**config.mk**
```make
export PLATFORM = sky130hd
export DESIGN_NAME = wake_pattern_det
export DESIGN_NICKNAME = d
export VERILOG_FILES = /design/src/rtl/wkp_pkg.sv /design/src/rtl/wkp_sync.sv /design/src/rtl/wkp_remote_fsm.sv /design/src/rtl/wkp_local_filt.sv /design/src/rtl/wake_pattern_det.sv
export SDC_FILE = /design/constraint.sdc
export NUM_CORES = 1
export LEC_CHECK = 0
export CORE_MARGIN = 5
export CORE_UTILIZATION = 60
export CTS_BUF_LIST = sky130_fd_sc_hd__clkbuf_8
export DETAILED_ROUTE_END_ITERATION = 10
export PLACE_DENSITY = 0.79
export SYNTH_ARGS = -nofsm -noshare
export SYNTH_HDL_FRONTEND = slang
export SYNTH_SLANG_ARGS = --single-unit
```
**constraint.sdc**
```tcl
create_clock -name clk -period 2.6 [get_ports clk]
set_input_delay 0.26 -clock clk [delete_from_list [all_inputs] [get_ports clk]]
set_output_delay 0.26 -clock clk [all_outputs]
set_load 0.01 [all_outputs]
```
**src/rtl/wkp_pkg.sv**
```systemverilog
package wkp_pkg;

    typedef enum logic [1:0] {
        PH_IDLE = 2'd0,
        PH_DOM1 = 2'd1,
        PH_REC  = 2'd2,
        PH_DOM2 = 2'd3
    } wk_phase_e;

    typedef struct packed {
        logic rem;
        logic loc;
    } wk_src_t;

    function automatic int cnt_w(input int n);
        return (n < 2) ? 1 : $clog2(n + 1);
    endfunction

    function automatic int max2(input int a, input int b);
        return (a > b) ? a : b;
    endfunction

endpackage

```
**src/rtl/wkp_sync.sv**
```systemverilog
module wkp_sync #(
    parameter int W      = 1,
    parameter int STAGES = 2
) (
    input  logic         clk,
    input  logic         rst,
    input  logic [W-1:0] d,
    output logic [W-1:0] q
);
    logic [W-1:0] pipe [STAGES];

    generate
        for (genvar s = 0; s < STAGES; s++) begin : g_stage
            if (s == 0) begin : g_first
                always_ff @(posedge clk) begin
                    if (rst) pipe[0] <= '0;
                    else     pipe[0] <= d;
                end
            end else begin : g_next
                always_ff @(posedge clk) begin
                    if (rst) pipe[s] <= '0;
                    else     pipe[s] <= pipe[s-1];
                end
            end
        end
    endgenerate

    assign q = pipe[STAGES-1];
endmodule

```
**src/rtl/wkp_remote_fsm.sv**
```systemverilog
module wkp_remote_fsm
    import wkp_pkg::*;
#(
    parameter int DOM_MIN = 8,
    parameter int REC_MIN = 8,
    parameter int WINDOW  = 40
) (
    input  logic clk,
    input  logic rst,
    input  logic en,
    input  logic b_dom,
    output logic hit
);
    localparam int PH_MAX = max2(DOM_MIN, REC_MIN);
    localparam int PW     = cnt_w(PH_MAX);
    localparam int WW     = cnt_w(WINDOW);
    localparam logic [PW-1:0] DOM_T  = PW'(DOM_MIN);
    localparam logic [PW-1:0] DOM_T1 = PW'(DOM_MIN - 1);
    localparam logic [PW-1:0] REC_T  = PW'(REC_MIN);
    localparam logic [PW-1:0] PH_TOP = PW'(PH_MAX);
    localparam logic [WW-1:0] WIN_T  = WW'(WINDOW);

    wk_phase_e       st, st_n;
    logic [PW-1:0]   ph, ph_n;
    logic [WW-1:0]   win, win_n;
    logic [PW-1:0]   ph_inc;

    assign ph_inc = (ph == PH_TOP) ? ph : ph + 1'b1;

    always_comb begin
        st_n  = st;
        ph_n  = ph;
        win_n = win;
        hit   = 1'b0;
        if (st != PH_IDLE && win >= WIN_T) begin
            // window exhausted: drop the attempt, timeout beats completion
            st_n  = PH_IDLE;
            ph_n  = '0;
            win_n = '0;
        end else begin
            case (st)
                PH_IDLE: begin
                    if (b_dom) begin
                        st_n  = PH_DOM1;
                        ph_n  = PW'(1);
                        win_n = WW'(1);
                    end
                end
                PH_DOM1: begin
                    win_n = win + 1'b1;
                    if (b_dom) begin
                        ph_n = ph_inc;
                    end else if (ph >= DOM_T) begin
                        st_n = PH_REC;
                        ph_n = PW'(1);
                    end else begin
                        st_n  = PH_IDLE;
                        ph_n  = '0;
                        win_n = '0;
                    end
                end
                PH_REC: begin
                    win_n = win + 1'b1;
                    if (!b_dom) begin
                        ph_n = ph_inc;
                    end else if (ph >= REC_T) begin
                        st_n = PH_DOM2;
                        ph_n = PW'(1);
                    end else begin
                        // early dominant edge opens a fresh first phase
                        st_n  = PH_DOM1;
                        ph_n  = PW'(1);
                        win_n = WW'(1);
                    end
                end
                default: begin
                    win_n = win + 1'b1;
                    if (!b_dom) begin
                        st_n  = PH_IDLE;
                        ph_n  = '0;
                        win_n = '0;
                    end else if (ph >= DOM_T1) begin
                        hit   = 1'b1;
                        st_n  = PH_IDLE;
                        ph_n  = '0;
                        win_n = '0;
                    end else begin
                        ph_n = ph_inc;
                    end
                end
            endcase
        end
        if (!en) begin
            st_n  = PH_IDLE;
            ph_n  = '0;
            win_n = '0;
            hit   = 1'b0;
        end
    end

    always_ff @(posedge clk) begin
        if (rst) begin
            st  <= PH_IDLE;
            ph  <= '0;
            win <= '0;
        end else begin
            st  <= st_n;
            ph  <= ph_n;
            win <= win_n;
        end
    end
endmodule

```
**src/rtl/wkp_local_filt.sv**
```systemverilog
module wkp_local_filt
    import wkp_pkg::*;
#(
    parameter int LOCAL_FILT = 6
) (
    input  logic clk,
    input  logic rst,
    input  logic en,
    input  logic pin,
    output logic hit
);
    localparam int FW = cnt_w(LOCAL_FILT);
    localparam logic [FW-1:0] LAST = FW'(LOCAL_FILT - 1);

    logic          level;
    logic [FW-1:0] cnt;
    logic          differs;

    assign differs = (pin != level);
    assign hit     = en && differs && (cnt >= LAST);

    always_ff @(posedge clk) begin
        if (rst) begin
            level <= 1'b0;
            cnt   <= '0;
        end else if (!en) begin
            // track the pin so entry into low power sees no stale edge
            level <= pin;
            cnt   <= '0;
        end else if (!differs) begin
            cnt <= '0;
        end else if (hit) begin
            level <= pin;
            cnt   <= '0;
        end else begin
            cnt <= cnt + 1'b1;
        end
    end
endmodule

```
**src/rtl/wake_pattern_det.sv**
```systemverilog
module wake_pattern_det
    import wkp_pkg::*;
#(
    parameter int DOM_MIN     = 8,
    parameter int REC_MIN     = 8,
    parameter int WINDOW      = 40,
    parameter int LOCAL_FILT  = 6,
    parameter int RXD_LEN     = 4,
    parameter int SYNC_STAGES = 2
) (
    input  logic clk,
    input  logic rst,
    input  logic bus_dominant,
    input  logic wake_pin,
    input  logic lowpwr_en,
    input  logic flag_clr,
    output logic wake_flag,
    output logic src_remote,
    output logic src_local,
    output logic rxd_n
);
    localparam int RW = cnt_w(RXD_LEN);
    localparam logic [RW-1:0] RXD_LOAD = RW'(RXD_LEN);

    logic [1:0] raw_in, syn_in;
    logic       rem_hit, loc_hit;
    wk_src_t    flags;
    logic [RW-1:0] pcnt;

    assign raw_in = {bus_dominant, wake_pin};

    wkp_sync #(.W(2), .STAGES(SYNC_STAGES)) u_sync (
        .clk (clk),
        .rst (rst),
        .d   (raw_in),
        .q   (syn_in)
    );

    wkp_remote_fsm #(.DOM_MIN(DOM_MIN), .REC_MIN(REC_MIN), .WINDOW(WINDOW)) u_remote (
        .clk   (clk),
        .rst   (rst),
        .en    (lowpwr_en),
        .b_dom (syn_in[1]),
        .hit   (rem_hit)
    );

    wkp_local_filt #(.LOCAL_FILT(LOCAL_FILT)) u_local (
        .clk (clk),
        .rst (rst),
        .en  (lowpwr_en),
        .pin (syn_in[0]),
        .hit (loc_hit)
    );

    always_ff @(posedge clk) begin
        if (rst || !lowpwr_en) begin
            flags <= '0;
        end else begin
            // a new event wins over a simultaneous clear
            flags.rem <= rem_hit | (flags.rem & ~flag_clr);
            flags.loc <= loc_hit | (flags.loc & ~flag_clr);
        end
    end

    always_ff @(posedge clk) begin
        if (rst || !lowpwr_en)     pcnt <= '0;
        else if (rem_hit || loc_hit) pcnt <= RXD_LOAD;
        else if (pcnt != '0)       pcnt <= pcnt - 1'b1;
    end

    assign src_remote = flags.rem;
    assign src_local  = flags.loc;
    assign wake_flag  = flags.rem | flags.loc;
    assign rxd_n      = (pcnt == '0);
endmodule

```
Yosys cells after proc, flatten, opt, wreduce, memory -nomap -nowiden
Memory sizes are Yosys's and may differ from the RTL's.
Cells that the tools add are included.
W data, S select, Z words.
{"block": "totals", "reg_bits": 21, "ram_bits": 4, "input_bits": 6, "output_inout_bits": 4, "mem_count": 1}
{"memory": "u_sync.pipe", "depth": 2, "word_bits": 2, "rd": 2, "rd_ports_with_merged_regs": 0, "wr": 2, "line_no": "wkp_sync.sv:10", "rtl": "logic [W-1:0] pipe [STAGES];"}
{"block": "classes", "addsub": 4, "n_lt_le_gt_ge": 4, "eq_ne": 10, "muxes": 39, "bitwise": 10, "n_reduce_logical": 17}
{"operator": "$mux W6", "n": 7}
{"operator": "$mux W4", "n": 6}
{"operator": "$mux W2", "n": 9}
{"operator": "$pmux W6 S3", "n": 1}
{"operator": "$mux W1", "n": 12}
{"operator": "$pmux W4 S3", "n": 1}
{"operator": "$add A6 B1 Y6 const B", "n": 1}
{"operator": "$ge A6 B6 Y1 const B", "n": 1}
{"operator": "$mux W3", "n": 2}
{"operator": "$ne A2 B2 Y1 const B", "n": 3}
{"operator": "$pmux W2 S3", "n": 1}
{"operator": "$reduce_or A3 Y1", "n": 2}
{"operator": "$or A1 B1 Y1", "n": 5}
{"operator": "$add A4 B1 Y4 const B", "n": 1}
{"operator": "$eq A4 B4 Y1 const B", "n": 1}
{"operator": "$ge A4 B3 Y1 const B", "n": 1}
{"operator": "$ge A4 B4 Y1 const B", "n": 1}
{"operator": "$ne A2 B1 Y1 const B", "n": 2}
{"operator": "$ne A4 B1 Y1 const B", "n": 1}
{"operator": "$reduce_and A4 Y1", "n": 1}
{"operator": "$reduce_bool A2 Y1", "n": 2}
{"operator": "$reduce_or A4 Y1", "n": 1}
{"operator": "$add A3 B1 Y3 const B", "n": 1}
{"operator": "$ge A3 B3 Y1 const B", "n": 1}
{"operator": "14 further kinds", "n": 20}

Logic depth before layout (Yosys ltp)
Gate-level depths: netlist of run 1.
{"block": "logic_depth", "ltp_word": 8, "ltp_mapped": 6, "depth_no_buf": 6}

By module
A second synthesis of run 1 with hierarchy kept.
{"block": "hier_totals", "hier_cells": 144, "area_unflattened_um2": 1331.3}
{"mod": "wkp_remote_fsm", "n_inst": 1, "cells_per_inst": 89, "area_per_inst_um2": 769.5}
{"mod": "wake_pattern_det", "n_inst": 1, "cells_per_inst": 27, "area_per_inst_um2": 251.5}
{"mod": "wkp_local_filt", "n_inst": 1, "cells_per_inst": 20, "area_per_inst_um2": 205.2}
{"mod": "wkp_sync", "n_inst": 1, "cells_per_inst": 8, "area_per_inst_um2": 105.1}

Worst setup path after synthesis of run 1
OpenSTA, ideal clock, no wires.
{"block": "synth_path", "kind": "reg-to-reg", "start": "register u_remote.ph[0]", "end": "register u_remote.win[1]", "setup_ns": 0.066, "t_arrival_ns": 1.508, "setup_slack_ns": 1.027, "path_stages_with_launch": 7, "n_path_buf": 1, "period_less_slack_ns": 1.573, "path_cell_list": "dfxtp_1 ha_1 a21o_1 o221a_1 or3_1 buf_2 a21oi_2"}
{"block": "synth_between", "elab_chain_len": 4}
{"element": "start: declaration", "line_no": "wkp_remote_fsm.sv:24", "rtl": "logic [PW-1:0] ph, ph_n;"}
{"element": "start signal: assignment", "line_no": "wkp_remote_fsm.sv:108", "rtl": "ph <= ph_n;"}
{"element": "$ge A4 B3 Y1 / $ge A4 B4 Y1 (equally long branches)", "line_no": "wkp_remote_fsm.sv:82, wkp_remote_fsm.sv:53, wkp_remote_fsm.sv:66"}
{"element": "$mux W6, on equally long branches", "line_no": "wkp_remote_fsm.sv:82, wkp_remote_fsm.sv:53, wkp_remote_fsm.sv:66"}
{"element": "$mux W6, on equally long branches", "line_no": "wkp_remote_fsm.sv:78, wkp_remote_fsm.sv:51, wkp_remote_fsm.sv:64"}
{"element": "$pmux W6 S3 *", "line_no": "wkp_remote_fsm.sv:41", "rtl": "case (st)"}
{"element": "end signal: assignment", "line_no": "wkp_remote_fsm.sv:109", "rtl": "win <= win_n;"}
{"element": "end: declaration", "line_no": "wkp_remote_fsm.sv:25", "rtl": "logic [WW-1:0] win, win_n;"}
Every way passes the cells marked *; elsewhere a longest branch is shown, timed or not.
A chain may end at the register's enable or synchronous reset.

Final worst setup path of run 1
{"block": "layout_path", "start": "register pcnt[0]", "end": "output port rxd_n"}
{"block": "layout_between", "elab_chain_len": 1}
{"element": "start: declaration", "line_no": "wake_pattern_det.sv:28", "rtl": "logic [RW-1:0] pcnt;"}
{"element": "start signal: assignment", "line_no": "wake_pattern_det.sv:68", "rtl": "else if (pcnt != '0) pcnt <= pcnt - 1'b1;"}
{"element": "$logic_not A3 Y1", "line_no": "wake_pattern_det.sv:74", "rtl": "assign rxd_n = (pcnt == '0);"}
{"element": "end: declaration", "line_no": "wake_pattern_det.sv:20", "rtl": "output logic rxd_n"}
Every way passes these cells.

==> results of run 1 <==
==> state kept, by name, summed over array words and instances (netlist names) <==
name	flops
pcnt	3
u_local.level	1
u_remote.win	6
src_remote	1
src_local	1
u_local.cnt	3
u_sync.pipe	4
u_remote.st	2
u_remote.ph	4
==> logic make-up (layout without fill, tap and decap cells) <==
kind of cell	count (synthesis)	count (layout)	synth area share, %
buffers and inverters	16	24	5.200
DFF	25	25	40.00
xor gates and xnor gates	7	7	4.900
AOI/OAI and AO/OA	33	33	17.40
adders and majority gates	8	8	8.000
and+or+nand+nor	58	58	23.60
muxes	1	1	0.8999
==> routing by layer <==
metal | part of all wire, % | vias to the layer above
met5 | 0 | -
met4 | 1.5 | 0
met3 | 4.9 | 5
met2 | 50 | 26
met1 | 43 | 453
li1 | - | 518
==> power by group <==
part,total [mW],internal [mW],switching [mW]
registers,0.398,0.389,0.00826
clock network,0.234,0.109,0.126
logic,0.0520,0.0256,0.0264
==> how the worst max path moves through the flow <==
stage	from	end	depth (start not counted)	slack, ns
3_3_place_gp	rst	u_remote.win[1]$_SDFFE_PP0P_	5	0.76
3_5_place_dp	rst	u_remote.win[3]$_SDFFE_PP0P_	5	0.68
5_1_grt	pcnt[0]$_SDFFE_PP0N_	rxd_n	5	0.69
6_report	pcnt[0]$_SDFFE_PP0N_	rxd_n	5	0.77
2_1_floorplan	u_remote.ph[0]$_SDFFE_PP0P_	u_remote.win[1]$_SDFFE_PP0P_	6	1.03
4_1_cts	pcnt[0]$_SDFFE_PP0N_	rxd_n	5	0.76
==> stage by stage <==
stage	power, mW	instances
2_1_floorplan	0.4398	148
3_3_place_gp	0.4559	179
3_5_place_dp	0.4585	179
4_1_cts	0.6929	183
5_1_grt	0.7141	183
6_report	0.6841	183
==> layout make-up <==
| type | count | area (µm²) | share of cell area (%) |
|---|---|---|---|
| clock buffer | 3 | 41.29 | 2.949 |
| clock inverter | 1 | 7.507 | 0.5362 |
| inverter | 11 | 41.29 | 2.949 |
| multi-input combinational | 107 | 685.7 | 48.97 |
| sequential | 25 | 500.5 | 35.75 |
| tap | 27 | 33.78 | 2.413 |
| timing repair buffer | 9 | 90.09 | 6.434 |
==> worst max-delay path, delay by kind of cell (launching register included) <==
family / cells / cell delay [ns]
DFF: 1 / 0.35
buffers and inverters: 3 / 0.59
and+or+nand+nor: 1 / 0.15
adders and majority gates: 1 / 0.21
==> layout by cell type (no fill, tap or decap), drive strengths merged <==
cell	netlist	final
and2b	2	2
mux2	1	1
o221a	1	1
o21ai	7	7
o211ai	1	1
xor2	4	4
inv	11	11
a22oi	1	1
dfxtp	25	25
o22ai	2	2
nand4	1	1
or3	2	2
xnor2	3	3
nand3b	1	1
nor4b	1	1
a211oi	2	2
a21bo	1	1
nand2b	4	4
a31oi	2	2
o21a	1	1
a21oi	10	10
o221ai	2	2
nor2	19	19
or2	1	1
a21o	1	1
clkinvlp	0	1
clkdlybuf4s50	0	9
clkbuf	1	3
nor2b	4	4
a21boi	1	1
nand2	11	11
and3b	1	1
ha	8	8
nor3	2	2
nor3b	1	1
nand3	6	6
and2	2	2
o2111ai	1	1
==> flow_metrics.tcl, run 1 <==
set metrics [dict create \
    met3_usage_pct 2.784 \
    postSynthCellCount 148 \
    drc 0 \
    cts_setup_buffers 0 \
    ys_warn_count 0 \
    vias 1002 \
    min_from "u_sync.pipe[0][1]$_SDFF_PP0_" \
    cts.reportedPaths.clkPinSlew_ns 0.09 \
    worst_pin_slew_ns 0.4959 \
    status "finished, final reports clean" \
    rsz0062_at_grt "false" \
    die_h_um 55.67 \
    crit_slowest_cell "clkdlybuf4s50_1" \
    cp_max_fo 4 \
    clock_sinks 25 \
    drt_iter0_markers 19 \
    worstSkewPairLatency_ns 0.27 \
    dp_hpwl_mm 1.642 \
    setup_violations 0 \
    critical_path.max_stage_delay_ns 0.47 \
    synth_top_cell_area_share_pct 40.00 \
    grt_usage_pct 15.43 \
    antenna_found_initial 0 \
    rows 16 \
    hold_violations 0 \
    ys_top_cells_by_area "dfxtp_1 (40%), ha_1 (8.0%), nor2_1 (5.7%), a21oi_1 (3.6%), inv_1 (3.3%)" \
    yosysTopAreaCell "dfxtp_1" \
    worst_ep_arrival_time_ns 1.57 \
    r2r_cells 5 \
    portBuffers 9 \
    top_usage_layer "met2" \
    coreArea_mm2 0.001982 \
    clock.fmax_mhz 547.6 \
    pre_cts_slack_ns 0.6838 \
    worst_setup_path_start_kind "register" \
    hold_buffers 0 \
    ant_nets 0 \
    ys_types 42 \
    grtUsageMet2_pct 27.70 \
    clk_path_buf_depth 2 \
    final_layout_size_suffix_gt1_share_pct 7.692 \
    grt_pass1_vias 945 \
    rr_endpoint "u_remote.win[3]$_SDFFE_PP0P_" \
    io_pins 10 \
    placed_cell_area_mm2 0.001351 \
    period_share_pct 70.24 \
    num-nets-final 171 \
    ir_worst_vdd_mv 0.4248 \
    synth_area_per_cell_um2 8.454 \
    die_w_um 55.67 \
    holdWs_ns 0.4392 \
    relSlewSlack_pct 66.76 \
    avgRoutedWirePerCell_um 12.08 \
    crit_top_cell "inv_1" \
    h-tree-depth 1 \
    p_leak_nw 0.5085 \
    cts_root_buf "clkbuf_8" \
    finalInstanceArea_mm2 0.001400 \
    crit_type "register to output pin" \
    slew_viol_final 0 \
    maxCapViolations 0 \
    hp-class "register to register" \
    synth_edf_count 0 \
    yosysMostFrequentCell "dfxtp_1" \
    diodes 0 \
    utilization_pct 70.64 \
    syn-cell-area_mm2 0.001251 \
    cts_tree "yes" \
    crit_chain "inv_1 > ha_1 > nand2b_1 > inv_1 > clkdlybuf4s50_1" \
    grt_pass1_wl_mm 3.926 \
    areaGrowthSynthToFinish_pct 11.90 \
    power_density_mw_per_mm2 488.6 \
    fillCellCount 170 \
    initial_utilization_pct 63.13 \
    synth_seq_cells 25 \
    synth_flop_cell "dfxtp_1" \
    fin_setup_tns_ns 0 \
    vias_per_cell 5.475 \
    ys_async_sr_fraction_pct 0 \
    min_path_cells 1 \
    post_cts_resized 0 \
    setup.worst_path.end_class "output pin" \
    holdPathEnd "u_sync.pipe[1][1]$_SDFF_PP0_" \
    cts_inserted_buffers 3 \
    finalWorstSetupSlack_ns 0.7738 \
    worstReg2RegStart "u_remote.ph[0]$_SDFFE_PP0P_" \
    fin_skew_ns 0.0006593 \
    grt_use_met1_pct 17.82 \
    wirelength_mm 2.211 \
    syn_nets 162 \
    min_period_ns 1.826 \
    firstDrtPassIters 4 \
    rrSetupSlack_ns 0.88 \
    cp.required_ns 2.34 \
    synth_seq_area_share_pct 40.00 \
    gp_congestion 0.7792 \
    die_area_mm2 0.003099 \
    grt_overflow 0 \
    grt_max_degree 16 \
    ys_top_cells_by_count "dfxtp_1 (25), nor2_1 (19), inv_1 (11), nand2_1 (11), a21oi_1 (9)" \
]
Power figures use the tool's default switching activity.
==> inputs of run 2 (changes only) <==
--- a/config.mk
+++ b/config.mk
@@ -6,10 +6,10 @@
 export NUM_CORES = 1
 export LEC_CHECK = 0
 export CORE_MARGIN = 5
-export CORE_UTILIZATION = 60
+export CORE_UTILIZATION = 53
 export CTS_BUF_LIST = sky130_fd_sc_hd__clkbuf_8
 export DETAILED_ROUTE_END_ITERATION = 10
-export PLACE_DENSITY = 0.79
+export PLACE_DENSITY = 0.74
 export SYNTH_ARGS = -nofsm -noshare
 export SYNTH_HDL_FRONTEND = slang
 export SYNTH_SLANG_ARGS = --single-unit
==> constraint.sdc (replaced) <==
create_clock -name clk -period 1.62 [get_ports clk]
set_input_delay 0.162 -clock clk [delete_from_list [all_inputs] [get_ports clk]]
set_output_delay 0.162 -clock clk [all_outputs]
set_load 0.01 [all_outputs]
==> run 2 against run 1 <==
Sequential power is 60% higher. Cell area is 6.4% higher. First-iteration DRC count is 53% higher. Core utilization is 3.9 points lower. Critical path type is now register to register. Largest cell class unchanged.
==> flow_metrics.tcl, run 2 (synthesized netlist as in run 1, its figures left out) <==
set metrics [dict create \
    regArea_um2 505.5 \
    worst-path-buf-inv 0 \
    utilization_pct 66.72 \
    grt_usage_pct 14.73 \
    top_register "u_remote.win" \
    avgRoutedWirePerCell_um 12.70 \
    clk_path_buf_depth 2 \
    multiInputGateArea_um2 705.7 \
    cts_root_buf "clkbuf_8" \
    status "finished, final reports clean" \
    final_layout_size_suffix_gt1_share_pct 17.58 \
    power_density_mw_per_mm2 739.8 \
    dp_hpwl_mm 1.743 \
    diodes 0 \
    hold_violations 0 \
    ant_nets 0 \
    cts_tree "yes" \
    fillCellCount 194 \
    cts_inserted_buffers 3 \
    setup_violations 0 \
    period_share_pct 96.46 \
    critical_path.max_stage_delay_ns 0.42 \
    largest_register_ffs 6 \
    gp_congestion 0.7808 \
    wirelength_mm 2.452 \
    placed_cell_area_mm2 0.001405 \
    pre_cts_slack_ns -0.02127 \
    maxCapViolations 0 \
    finalWorstSetupSlack_ns 0.05736 \
    clockPowerShare_pct 33.1 \
    crit_type "register to register" \
    grt_overflow 0 \
    layout_common_cells "dfxtp_1 (23), nor2_1 (16), inv_1 (11), nand2_1 (11)" \
    areaGrowthSynthToFinish_pct 19.10 \
    portBuffers 9 \
    antenna_found_initial 0 \
    die_h_um 58.59 \
    drt_iter0_markers 29 \
    ir_worst_vdd_mv 0.5123 \
    drc 0 \
    grt_pass1_vias 955 \
    setup.worst_path.end_class "register" \
    hp-class "register to register" \
    die_w_um 58.59 \
    crit_chain "ha_2 > a21o_1 > o221a_1 > or3_4 > a21oi_2" \
    clock_sinks 25 \
    largestRegisters "u_remote.win (6), u_remote.ph (4), u_sync.pipe (4)" \
    firstDrtPassIters 4 \
    cp.required_ns 1.83 \
    worst_pin_slew_ns 0.5076 \
    initial_utilization_pct 56.02 \
    seqPwrFrac_pct 57.7 \
    cts.reportedPaths.clkPinSlew_ns 0.09 \
    fin_skew_ns 0.001706 \
    min_period_ns 1.563 \
    coreArea_mm2 0.002233 \
    crit_slowest_cell "or3_4" \
    die_area_mm2 0.003432 \
    netSwitchingPower_mw 0.2539 \
    vias 1033 \
    num-nets-final 180 \
    finalInstanceArea_mm2 0.001490 \
    pwr-share-comb_pct 9.2 \
    rows 17 \
    cp_max_fo 6 \
    grt_max_degree 15 \
    vias_per_cell 5.352 \
    p_sw_share_pct 23.03 \
    slew_viol_final 0 \
    clock.fmax_mhz 639.9 \
    p_leak_nw 0.5546 \
    h-tree-depth 1 \
    worst_ep_arrival_time_ns 1.77 \
    p_int_mw 0.8486 \
    crit_family "compound AO/OA/AOI/OAI gates" \
    worst_setup_path_start_kind "register" \
    hold_buffers 0 \
    final_common_cell "dfxtp_1" \
    grt_pass1_wl_mm 3.960 \
    relSlewSlack_pct 65.97 \
    worstSkewPairLatency_ns 0.26 \
    io_pins 10 \
]
## run 2: changes by cell type in the layout (fill, tap and decap cells not counted), sizes merged
cell | before | now
clkinv | 0 | 1
clkinvlp | 1 | 0
dlygate4sd2 | 0 | 1
clkdlybuf4s50 | 9 | 8
buf | 0 | 9
## run 2: worst paths after layout
| path | start | end | slack, ns | depth (start not counted) |
|---|---|---|---|---|
| worst max-delay path | u_remote.ph[0]$_SDFFE_PP0P_ | u_remote.win[1]$_SDFFE_PP0P_ | 0.06 | 5 |
| worst min-delay path | u_sync.pipe[0][1]$_SDFF_PP0_ | u_sync.pipe[1][1]$_SDFF_PP0_ | 0.44 | 1 |
| worst max register to register | u_remote.ph[0]$_SDFFE_PP0P_ | u_remote.win[1]$_SDFFE_PP0P_ | 0.06 | 5 |
| worst min register to register | u_sync.pipe[0][1]$_SDFF_PP0_ | u_sync.pipe[1][1]$_SDFF_PP0_ | 0.44 | 1 |
## run 2: area by class of cell
class                   count  share of cell area, %
flip-flops and latches     25                  33.92
inverters                  11                  2.771
clock inverters             1                 0.3359
clock buffers               3                  2.771
repair buffers             18                  10.50
well taps                  28                  2.351
multi-input cells         107                  47.36
## run 2: what timing repair did
item | CTS | global route
resized for setup | 2 | 8
setup endpoints to repair | 7 | 12
pin swaps | 0 | 3
setup buffers | 0 | 2
## run 2: per-stage QoR
stage                     std cells  hold slack, ns  setup TNS (ns)  power, mW
final                           193          0.4433               0      1.102
after global routing            193          0.4495        -0.01586      1.153
after global placement          187          0.4191               0     0.7416
after floorplan                 148          0.2311               0     0.7059
after CTS                       191          0.4486               0      1.110
after detailed placement        187          0.4292        -0.05292     0.7461
## run 2: power by group through the flow
stage	sequential, mW	combinational [mW]	clock [mW]
final	0.637	0.101	0.365
after floorplan	0.646	0.0600	0
after CTS	0.637	0.0955	0.377
after global routing	0.639	0.113	0.401
after global placement	0.651	0.0909	0
after detailed placement	0.652	0.0945	0
## run 2: routing by layer
layer	global-route usage, %	wire length [µm]	vias to the layer above
li1	-	-	532
met4	4.531	12	0
met3	2.632	67	2
met1	17.74	1113	483
met2	26.48	1259	16
met5	0	0	-
==> inputs of run 3 (changes only) <==
--- a/config.mk
+++ b/config.mk
@@ -8,6 +8,7 @@
 export CORE_MARGIN = 5
 export CORE_UTILIZATION = 53
 export CTS_BUF_LIST = sky130_fd_sc_hd__clkbuf_8
+export CTS_CLUSTER_DIAMETER = 40
 export DETAILED_ROUTE_END_ITERATION = 10
 export PLACE_DENSITY = 0.74
 export SYNTH_ARGS = -nofsm -noshare
==> results of run 3 <==
Final layout, timing and power as in run 2 (identical DEF).
